### config.mk
export PLATFORM = sky130hd
export DESIGN_NAME = rkey_expander
export DESIGN_NICKNAME = d
export VERILOG_FILES = /design/src/rtl/rkx_pkg.sv /design/src/rtl/rkx_regroup.sv /design/src/rtl/rkx_subst16.sv /design/src/rtl/rkx_fold.sv /design/src/rtl/rkey_expander.sv
export SDC_FILE = /design/constraint.sdc
export NUM_CORES = 1
export LEC_CHECK = 0
export BUFFER_PORTS_ARGS = -buffer_cell sky130_fd_sc_hd__buf_2
export CORE_ASPECT_RATIO = 0.5
export CORE_MARGIN = 10
export CORE_UTILIZATION = 60
export CTS_BUF_LIST = sky130_fd_sc_hd__clkbuf_8
export DETAILED_ROUTE_END_ITERATION = 8
export MAX_ROUTING_LAYER = met4
export PLACE_DENSITY = 0.85
export SYNTH_ARGS = -nofsm -noshare
export SYNTH_HDL_FRONTEND = slang
export SYNTH_SLANG_ARGS = --single-unit
### constraint.sdc
create_clock -name clk -period 2.8 [get_ports clk]
set_clock_uncertainty 0.2 [all_clocks]
set_input_delay 0 -clock clk [delete_from_list [all_inputs] [get_ports clk]]
set_output_delay 0 -clock clk [all_outputs]
set_load 0.01 [all_outputs]
### src/rtl/rkx_pkg.sv
package rkx_pkg;

   localparam int NIB_BITS = 4;

   // first table of the mini substitution
   function automatic logic [3:0] tab_a(input logic [3:0] x);
      logic [3:0] r;
      case (x)
         4'h0: r = 4'h3;  4'h1: r = 4'hF;  4'h2: r = 4'hE;  4'h3: r = 4'h0;
         4'h4: r = 4'h5;  4'h5: r = 4'h4;  4'h6: r = 4'hB;  4'h7: r = 4'hC;
         4'h8: r = 4'hD;  4'h9: r = 4'hA;  4'hA: r = 4'h9;  4'hB: r = 4'h6;
         4'hC: r = 4'h7;  4'hD: r = 4'h8;  4'hE: r = 4'h2;  default: r = 4'h1;
      endcase
      return r;
   endfunction

   // second table of the mini substitution
   function automatic logic [3:0] tab_b(input logic [3:0] x);
      logic [3:0] r;
      case (x)
         4'h0: r = 4'h9;  4'h1: r = 4'hE;  4'h2: r = 4'h5;  4'h3: r = 4'h6;
         4'h4: r = 4'hA;  4'h5: r = 4'h2;  4'h6: r = 4'h3;  4'h7: r = 4'hC;
         4'h8: r = 4'hF;  4'h9: r = 4'h0;  4'hA: r = 4'h4;  4'hB: r = 4'hD;
         4'hC: r = 4'h7;  4'hD: r = 4'hB;  4'hE: r = 4'h1;  default: r = 4'h8;
      endcase
      return r;
   endfunction

   // source pair for output pair p (pairs counted from the MSB)
   function automatic int pair_src(input int p, input int npairs);
      int r;
      if (p == 0 || p == npairs - 1) r = p;
      else if (p % 2 == 1)           r = p + 1;
      else                           r = p - 1;
      return r;
   endfunction

endpackage

### src/rtl/rkx_regroup.sv
module rkx_regroup #(
   parameter int KEY_W  = 64,
   parameter int NIB_W  = 4,
   parameter int N_WORD = 4,
   localparam int WORD_W = KEY_W / N_WORD,
   localparam int N_NIB  = KEY_W / NIB_W,
   localparam int PER_W  = WORD_W / NIB_W
) (
   input  logic [KEY_W-1:0]              key_i,
   output logic [N_WORD-1:0][WORD_W-1:0] words_o
);

   if (N_NIB != N_WORD * PER_W) begin : g_bad_split
      $error("rkx_regroup: key does not split evenly into words");
   end

   // word w (0-based) takes nibbles w+1, w+1+N_WORD, ... (1-based, nibble 1 at MSB)
   for (genvar w = 0; w < N_WORD; w++) begin : g_word
      for (genvar j = 0; j < PER_W; j++) begin : g_slot
         localparam int NIB_NUM = w + 1 + N_WORD * j;
         localparam int KEY_HI  = KEY_W - 1 - NIB_W * (NIB_NUM - 1);
         localparam int WRD_HI  = WORD_W - 1 - NIB_W * j;
         assign words_o[w][WRD_HI -: NIB_W] = key_i[KEY_HI -: NIB_W];
      end
   end

endmodule

### src/rtl/rkx_subst16.sv
module rkx_subst16 #(
   parameter int WORD_W = 16,
   parameter int NIB_W  = 4,
   localparam int N_NIB   = WORD_W / NIB_W,
   localparam int N_PAIRS = WORD_W / 2
) (
   input  logic [WORD_W-1:0] din,
   output logic [WORD_W-1:0] dout
);
   import rkx_pkg::*;

   if (NIB_W != NIB_BITS || WORD_W != 16) begin : g_bad_width
      $error("rkx_subst16: only 4-bit nibbles in a 16-bit word are supported");
   end

   logic [WORD_W-1:0] lay1;
   logic [WORD_W-1:0] mixed;

   // first layer: A,B,A,B from the most significant nibble
   for (genvar j = 0; j < N_NIB; j++) begin : g_lay1
      localparam int HI = WORD_W - 1 - NIB_W * j;
      if (j % 2 == 0) begin : g_a
         assign lay1[HI -: NIB_W] = tab_a(din[HI -: NIB_W]);
      end else begin : g_b
         assign lay1[HI -: NIB_W] = tab_b(din[HI -: NIB_W]);
      end
   end

   // pair shuffle between layers
   for (genvar p = 0; p < N_PAIRS; p++) begin : g_mix
      localparam int SRC = pair_src(p, N_PAIRS);
      assign mixed[WORD_W - 1 - 2*p -: 2] = lay1[WORD_W - 1 - 2*SRC -: 2];
   end

   // second layer: B,A,B,A from the most significant nibble
   for (genvar j = 0; j < N_NIB; j++) begin : g_lay2
      localparam int HI = WORD_W - 1 - NIB_W * j;
      if (j % 2 == 0) begin : g_b
         assign dout[HI -: NIB_W] = tab_b(mixed[HI -: NIB_W]);
      end else begin : g_a
         assign dout[HI -: NIB_W] = tab_a(mixed[HI -: NIB_W]);
      end
   end

endmodule

### src/rtl/rkx_fold.sv
module rkx_fold #(
   parameter int WORD_W = 16,
   parameter int N_IN   = 4
) (
   input  logic [N_IN-1:0][WORD_W-1:0] vals_i,
   output logic [WORD_W-1:0]           fold_o
);

   if (N_IN < 2) begin : g_bad_count
      $error("rkx_fold: needs at least two inputs");
   end

   always_comb begin
      fold_o = '0;
      for (int i = 0; i < N_IN; i++) begin
         fold_o = fold_o ^ vals_i[i];
      end
   end

endmodule

### src/rtl/rkey_expander.sv
module rkey_expander #(
   parameter int KEY_W  = 64,
   parameter int NIB_W  = 4,
   parameter int N_WORD = 4,
   localparam int WORD_W = KEY_W / N_WORD
) (
   input  logic              clk,
   input  logic              rst_n,
   input  logic [KEY_W-1:0]  key_i,
   input  logic              load_i,
   output logic [WORD_W-1:0] rk1_o,
   output logic [WORD_W-1:0] rk2_o,
   output logic [WORD_W-1:0] rk3_o,
   output logic [WORD_W-1:0] rk4_o,
   output logic [WORD_W-1:0] rk5_o,
   output logic              keys_valid_o
);

   if (N_WORD != 4 || KEY_W != N_WORD * WORD_W) begin : g_bad_cfg
      $error("rkey_expander: four words per key are required");
   end

   logic [N_WORD-1:0][WORD_W-1:0] words_w;
   logic [N_WORD-1:0][WORD_W-1:0] sub_w;
   logic [N_WORD-1:0][WORD_W-1:0] rk_q;
   logic                          valid_q;

   rkx_regroup #(.KEY_W(KEY_W), .NIB_W(NIB_W), .N_WORD(N_WORD)) u_regroup (
      .key_i   (key_i),
      .words_o (words_w)
   );

   for (genvar w = 0; w < N_WORD; w++) begin : g_round
      rkx_subst16 #(.WORD_W(WORD_W), .NIB_W(NIB_W)) u_sub (
         .din  (words_w[w]),
         .dout (sub_w[w])
      );

      always_ff @(posedge clk or negedge rst_n) begin
         if (!rst_n)      rk_q[w] <= '0;
         else if (load_i) rk_q[w] <= sub_w[w];
      end
   end

   always_ff @(posedge clk or negedge rst_n) begin
      if (!rst_n)      valid_q <= 1'b0;
      else if (load_i) valid_q <= 1'b1;
   end

   rkx_fold #(.WORD_W(WORD_W), .N_IN(N_WORD)) u_fold (
      .vals_i (rk_q),
      .fold_o (rk5_o)
   );

   assign rk1_o        = rk_q[0];
   assign rk2_o        = rk_q[1];
   assign rk3_o        = rk_q[2];
   assign rk4_o        = rk_q[3];
   assign keys_valid_o = valid_q;


   load_valid_chk: assert property (@(posedge clk) disable iff (!rst_n)
      load_i |=> keys_valid_o);


   valid_sticky_chk: assert property (@(posedge clk) disable iff (!rst_n)
      keys_valid_o |=> keys_valid_o);


   hold_chk: assert property (@(posedge clk) disable iff (!rst_n)
      !load_i |=> ($stable(rk1_o) && $stable(rk2_o) && $stable(rk3_o) && $stable(rk4_o)));


   idle_zero_chk: assert property (@(posedge clk) disable iff (!rst_n)
      !keys_valid_o |-> ((rk1_o | rk2_o | rk3_o | rk4_o | rk5_o) == '0));


   regroup_pop_chk: assert property (@(posedge clk) disable iff (!rst_n)
      $countones(key_i) == $countones(words_w));

endmodule

# == After elaboration in Yosys (flattened, before gate mapping) ==
# Memories as Yosys holds them, arrays and structs flattened. A register that Yosys moved wholly into a read port is not among the register bits.
# Index checks and enable logic that the tools add are counted.
# totals
ff_bits,1
romBits,2048
input_bits,67
out_inout_bits,81
wordCells,52
n_memories,32
# classes
n_bitwise,3
reduce_logical,16
# memory_table
name,words,width,rd,rd_ports_with_merged_regs,write_ports,line,source
(name not given),16,4,1,1,0,rkx_pkg.sv:8,case (x)
(name not given),16,4,1,1,0,rkx_pkg.sv:20,case (x)
(name not given),16,4,1,1,0,rkx_pkg.sv:8,
(name not given),16,4,1,1,0,rkx_pkg.sv:20,
(name not given),16,4,1,0,0,rkx_pkg.sv:20,
(name not given),16,4,1,0,0,rkx_pkg.sv:8,
26 more memories,--,--,--,--,--,--,
# ops
op,n
$xor 16x16->16,3
$logic_not 1->1,16

# == Depth between registers and ports, before layout ==
# logic_depth
depth_word,3
ltp_mapped,11
ltp_nobuf,11

# == Modules after synthesis ==
# Synthesis repeated with hierarchy kept, for this count alone.
# unflattened
hier_cells,977
hier_area_um2,9256.4
# by_module_without_submodules
module,n_inst,cells_per_inst,area_each_um2,seq_area_each_um2
rkey_expander,1,137,2610.0,1626.6
rkx_subst16 (g_round[2].u_sub),1,184,1478.9,0.0
rkx_subst16 (g_round[3].u_sub),1,182,1450.1,0.0
rkx_subst16 (g_round[0].u_sub),1,181,1417.6,0.0
rkx_subst16 (g_round[1].u_sub),1,181,1398.8,0.0
rkx_regroup,1,64,480.5,0.0
rkx_fold,1,48,420.4,0.0

# == Worst setup path after synthesis ==
# No wires, ideal clock.
# synth_path
path_type,in2reg
start,in key_i[46]
end,"reg rk_q, in the netlist rk1_o[12]"
setup_ps,82
t_arrival_ps,1847
required_time_ps,2518
slack_ps,671
path_stages,7
path_buffers,1
cell_sequence,clkbuf_1 > nor2_1 > a221oi_1 > ha_1 > mux2_2 > o21a_1 > a31oi_1
# synth_between
elab_chain_cells,1
# synth_lines
element,line,source
from (decl),rkey_expander.sv:9,"input logic [KEY_W-1:0] key_i,"
$mem_v2 16x4,--,
to (decl),rkey_expander.sv:25,logic [N_WORD-1:0][WORD_W-1:0] rk_q;
# No other way between the ends.
# A chain may end at the register's enable or synchronous reset.

# == Worst setup path after layout ==
# layout_path
start,in key_i[25]
end,"reg rk_q, in the netlist rk2_o[10]"
# layout_between
elab_chain_cells,1
# layout_lines
element
$mem_v2 16x4
# No other way between the ends.

==> results.txt <==
The normalized max-slew margin is 0.453, and the number of buffers added by the clock tree synthesis step is 9. The initial standard-cell utilization of the core was 0.618; the final design utilization was 0.698. After routing the design area is 8890 um2.

The tools report the capturing element type of the critical path as a register. For the worst-skew pair, the clock arrives at the later sink with an insertion delay of 0.34 ns. The count of pins on the block boundary was 148.

The H-tree was split into 3 levels. Summed over all nets, the half-perimeter wirelength after detailed placement is 16400 um. The final number of max-transition violations is 0, and the final number of hold-violating endpoints is 0. Leaving out fill and tap cells, the most frequent cells in the layout are sky130_fd_sc_hd__buf_2 (147), sky130_fd_sc_hd__inv_1 (96), sky130_fd_sc_hd__ha_1 (88).

The floorplan step defined a die boundary enclosing 18400 um2. Chip height: 101 um. The share of flip-flops with an asynchronous set or reset came out at 1.00. In this run the power density over the cells is 525 nW/um2. The run gives 7007 as the via count of the first global-routing pass. The flow ran to the end, and the final reports show no timing, DRC or antenna violations. The tools report the peak supply drop as 0.419 mV. Counting flops and latches in the post-synthesis netlist gives 65.

The number of diodes added for antenna fixing was 0; the post-layout net count was 1221. During synthesis, Yosys emitted a total of 0 warnings. The worst setup path is of the input pin to register kind. The pin slew with the least headroom to its limit was 0.821 ns; the largest fanout on the critical path was 5.

The logs give 2.57 ns for the worst path arrival time and 1099 for the number of nets produced by synthesis. The tools report the startpoint of the worst register-to-register path as rk3_o[2]. The die width was 182 um; the port buffer count was 147. After routing, the total negative slack on setup checks comes to 0 ns.

The most critical setup path has its startpoint at key_i[25]. For the final cell count without fillers, the log shows 1241. At the worst endpoint, the required time is 2.83 ns.

The minimum clock period after layout works out to 2.54 ns. The routed layout has 7340 vias. The source of the worst hold timing path was key_i[31]. Counting flops with a built-in enable in the synthesized netlist gives 0. The analysis attributes to cell leakage a power of 0.00427 uW. The logs give 0 for the total setup violations reported at the end of the flow and 20800 um for the total detailed-routing wirelength. The overall track demand over capacity in global routing was 0.222. The most used flip-flop cell after synthesis is sky130_fd_sc_hd__dfrtp_1. For this run, design rule violations remaining after detail routing come to 0. Clock root buffer: sky130_fd_sc_hd__clkbuf_8.

The logs give 84 for the pin count of the biggest net entering global routing and 70 for the count of unique library cells instantiated by Yosys. The routability-driven placement congestion ratio is 0.902, and the number of cells in the design after placement is 1220. The final clock period utilization by the worst path came out at 0.909. The multi-input combinational cells in the finished layout cover a total of 5660 um2.

The area added between synthesis and finish works out to 13.0%. Setup repair after global routing left no endpoint under its margin. The number of setup buffers added after CTS is 0. Number of max-capacitance violations reported: 0. The layout cell share with drive strength beyond 1 is 0.213, and the number of core rows is 29. After clock tree synthesis, the clock-pin slew on the worst setup and hold paths is 0.07 ns. Global routing finished with a remaining overflow of 0. The number of antenna violations at the first check in global routing was 0; the synthesized cell area was 7870 um2.

The first-pass iteration count of the detailed router is 5, and the register area is 1630 um2. The longest clock path from root to sink contains 2 buffers. Mean post-synth cell area: 8.34 um2. The library cell used most frequently in the layout, excluding fill and tap cells, is sky130_fd_sc_hd__buf_2. The run gives 666 as the count of routing violations after the opening detailed-route iteration. The worst setup path is launched from an input pin.

In this run the cell area measured after placement is 8650 um2. TritonCTS built the clock tree. The ratio of routed vias to standard cells works out to 5.91.

The wire length per cell came out at 16.8 um. The first global-routing pass estimated 33600 um of wire. The min-delay analysis places its worst path in the category input pin to register.

The sequential share of the synthesized area is 0.207, and the post-route antenna net violation count is 0. Synthesis produced 944 cells. The tools report the area of the placeable core as 12700 um2.

The layout has 1035 filler cells. CTS saw 65 sinks. The power after layout came out at 4670 uW.

The maximum frequency from static timing analysis was 393 MHz.
per-stage QoR:
step	hold WS (ns)	worst slack, ns
after floorplan	-0.496	0.671
after global placement	-0.0956	0.481
after detailed placement	-0.101	0.353
after CTS	0.00396	0.192
after global routing	0.0456	0.134
final	0.00402	0.255
layout make-up:
type                       count  area share
inverter                      94      0.0397
sequential                    65       0.183
tap                          170      0.0239
timing repair buffer         160      0.0965
clock inverter                 7     0.00717
clock buffer                   9      0.0139
multi-input combinational    736       0.636
layer usage:
metal | track usage | share of wire | up-vias
met5 | - | 0 | -
met4 | 0.0305 | 0.0076 | 0
met3 | 0.0437 | 0.066 | 22
met2 | 0.378 | 0.48 | 216
met1 | 0.274 | 0.45 | 3524
li1 | - | - | 3578
kinds of logic (layout without fill, tap and decap cells):
family                   count (synthesis)  count (layout)  synth area share
AO/OA/AOI/OAI                          265             265             0.236
XOR/XNOR                                84              84            0.0935
adder cells (fa/ha/maj)                 88              88             0.140
buffers and inverters                  143             270            0.0753
flip-flops                              65              65             0.207
multiplexers                            65              65             0.111
AND/OR/NAND/NOR                        234             234             0.139
flip-flops by register name (all words and copies together), names as in the netlist:
name	cells
rk1_o	16
rk3_o	16
keys_valid_o	1
rk4_o	16
rk2_o	16
worst paths after layout:
path                                 to  slack (ns)  cells past startpoint
min reg2reg                keys_valid_o        0.26                      1
max in group asynchronous     rk2_o[15]        1.69                      3
min in group asynchronous      rk4_o[0]        0.05                      2
min                            rk1_o[8]       0.004                      4
max reg2reg                    rk3_o[2]        1.74                      1
max                           rk2_o[10]        0.26                     11
report_power, final:
part           switching, uW  internal, uW
clock                    393           403
sequential               251          1140
combinational           1360          1120
cells in the mapped netlist (6+ instances only):
master / n / share of area
sky130_fd_sc_hd__o211ai_1: 16 / 0.015
sky130_fd_sc_hd__a21oi_1: 59 / 0.038
sky130_fd_sc_hd__mux2i_1: 33 / 0.042
sky130_fd_sc_hd__xnor2_1: 54 / 0.060
sky130_fd_sc_hd__dfrtp_1: 65 / 0.21
sky130_fd_sc_hd__a21o_1: 16 / 0.015
sky130_fd_sc_hd__xor2_1: 30 / 0.033
sky130_fd_sc_hd__a221oi_1: 12 / 0.013
sky130_fd_sc_hd__o21ai_0: 48 / 0.031
sky130_fd_sc_hd__clkbuf_1: 28 / 0.013
sky130_fd_sc_hd__buf_2: 17 / 0.011
sky130_fd_sc_hd__nand2_1: 62 / 0.030
sky130_fd_sc_hd__mux2_2: 16 / 0.023
sky130_fd_sc_hd__a211oi_1: 11 / 0.010
sky130_fd_sc_hd__mux4_2: 16 / 0.046
sky130_fd_sc_hd__o21ai_1: 6 / 0.0038
sky130_fd_sc_hd__nand2b_1: 10 / 0.0079
sky130_fd_sc_hd__nor2b_1: 9 / 0.0072
sky130_fd_sc_hd__inv_1: 94 / 0.045
sky130_fd_sc_hd__ha_1: 88 / 0.14
sky130_fd_sc_hd__or3_1: 7 / 0.0056
sky130_fd_sc_hd__nor2_1: 81 / 0.039
sky130_fd_sc_hd__and3_1: 8 / 0.0064
sky130_fd_sc_hd__a31oi_1: 15 / 0.012
sky130_fd_sc_hd__nand3_1: 20 / 0.013
sky130_fd_sc_hd__o21a_1: 11 / 0.010
sky130_fd_sc_hd__nor3_1: 14 / 0.0089
sky130_fd_sc_hd__o2111ai_1: 6 / 0.0067
repair_timing:
| action | CTS | global route |
|---|---|---|
| endpoints found under the hold margin | 37 | 0 |
| hold buffers | 5 | 0 |
| setup endpoints to repair | 0 | 1 |
| resized for setup | 0 | 1 |
worst max-delay path, cell delays in order:
cell                            delay (ns)
sky130_fd_sc_hd__dlygate4sd3_1        0.52
sky130_fd_sc_hd__buf_2                0.15
sky130_fd_sc_hd__inv_1                0.07
sky130_fd_sc_hd__ha_1                 0.31
sky130_fd_sc_hd__nor3_1               0.06
sky130_fd_sc_hd__a311oi_1             0.41
sky130_fd_sc_hd__ha_1                 0.36
sky130_fd_sc_hd__and2_1               0.15
sky130_fd_sc_hd__a211oi_1             0.19
sky130_fd_sc_hd__a21oi_1              0.07
sky130_fd_sc_hd__mux2_2               0.29
Note: power is estimated with default switching activity, not from simulation.
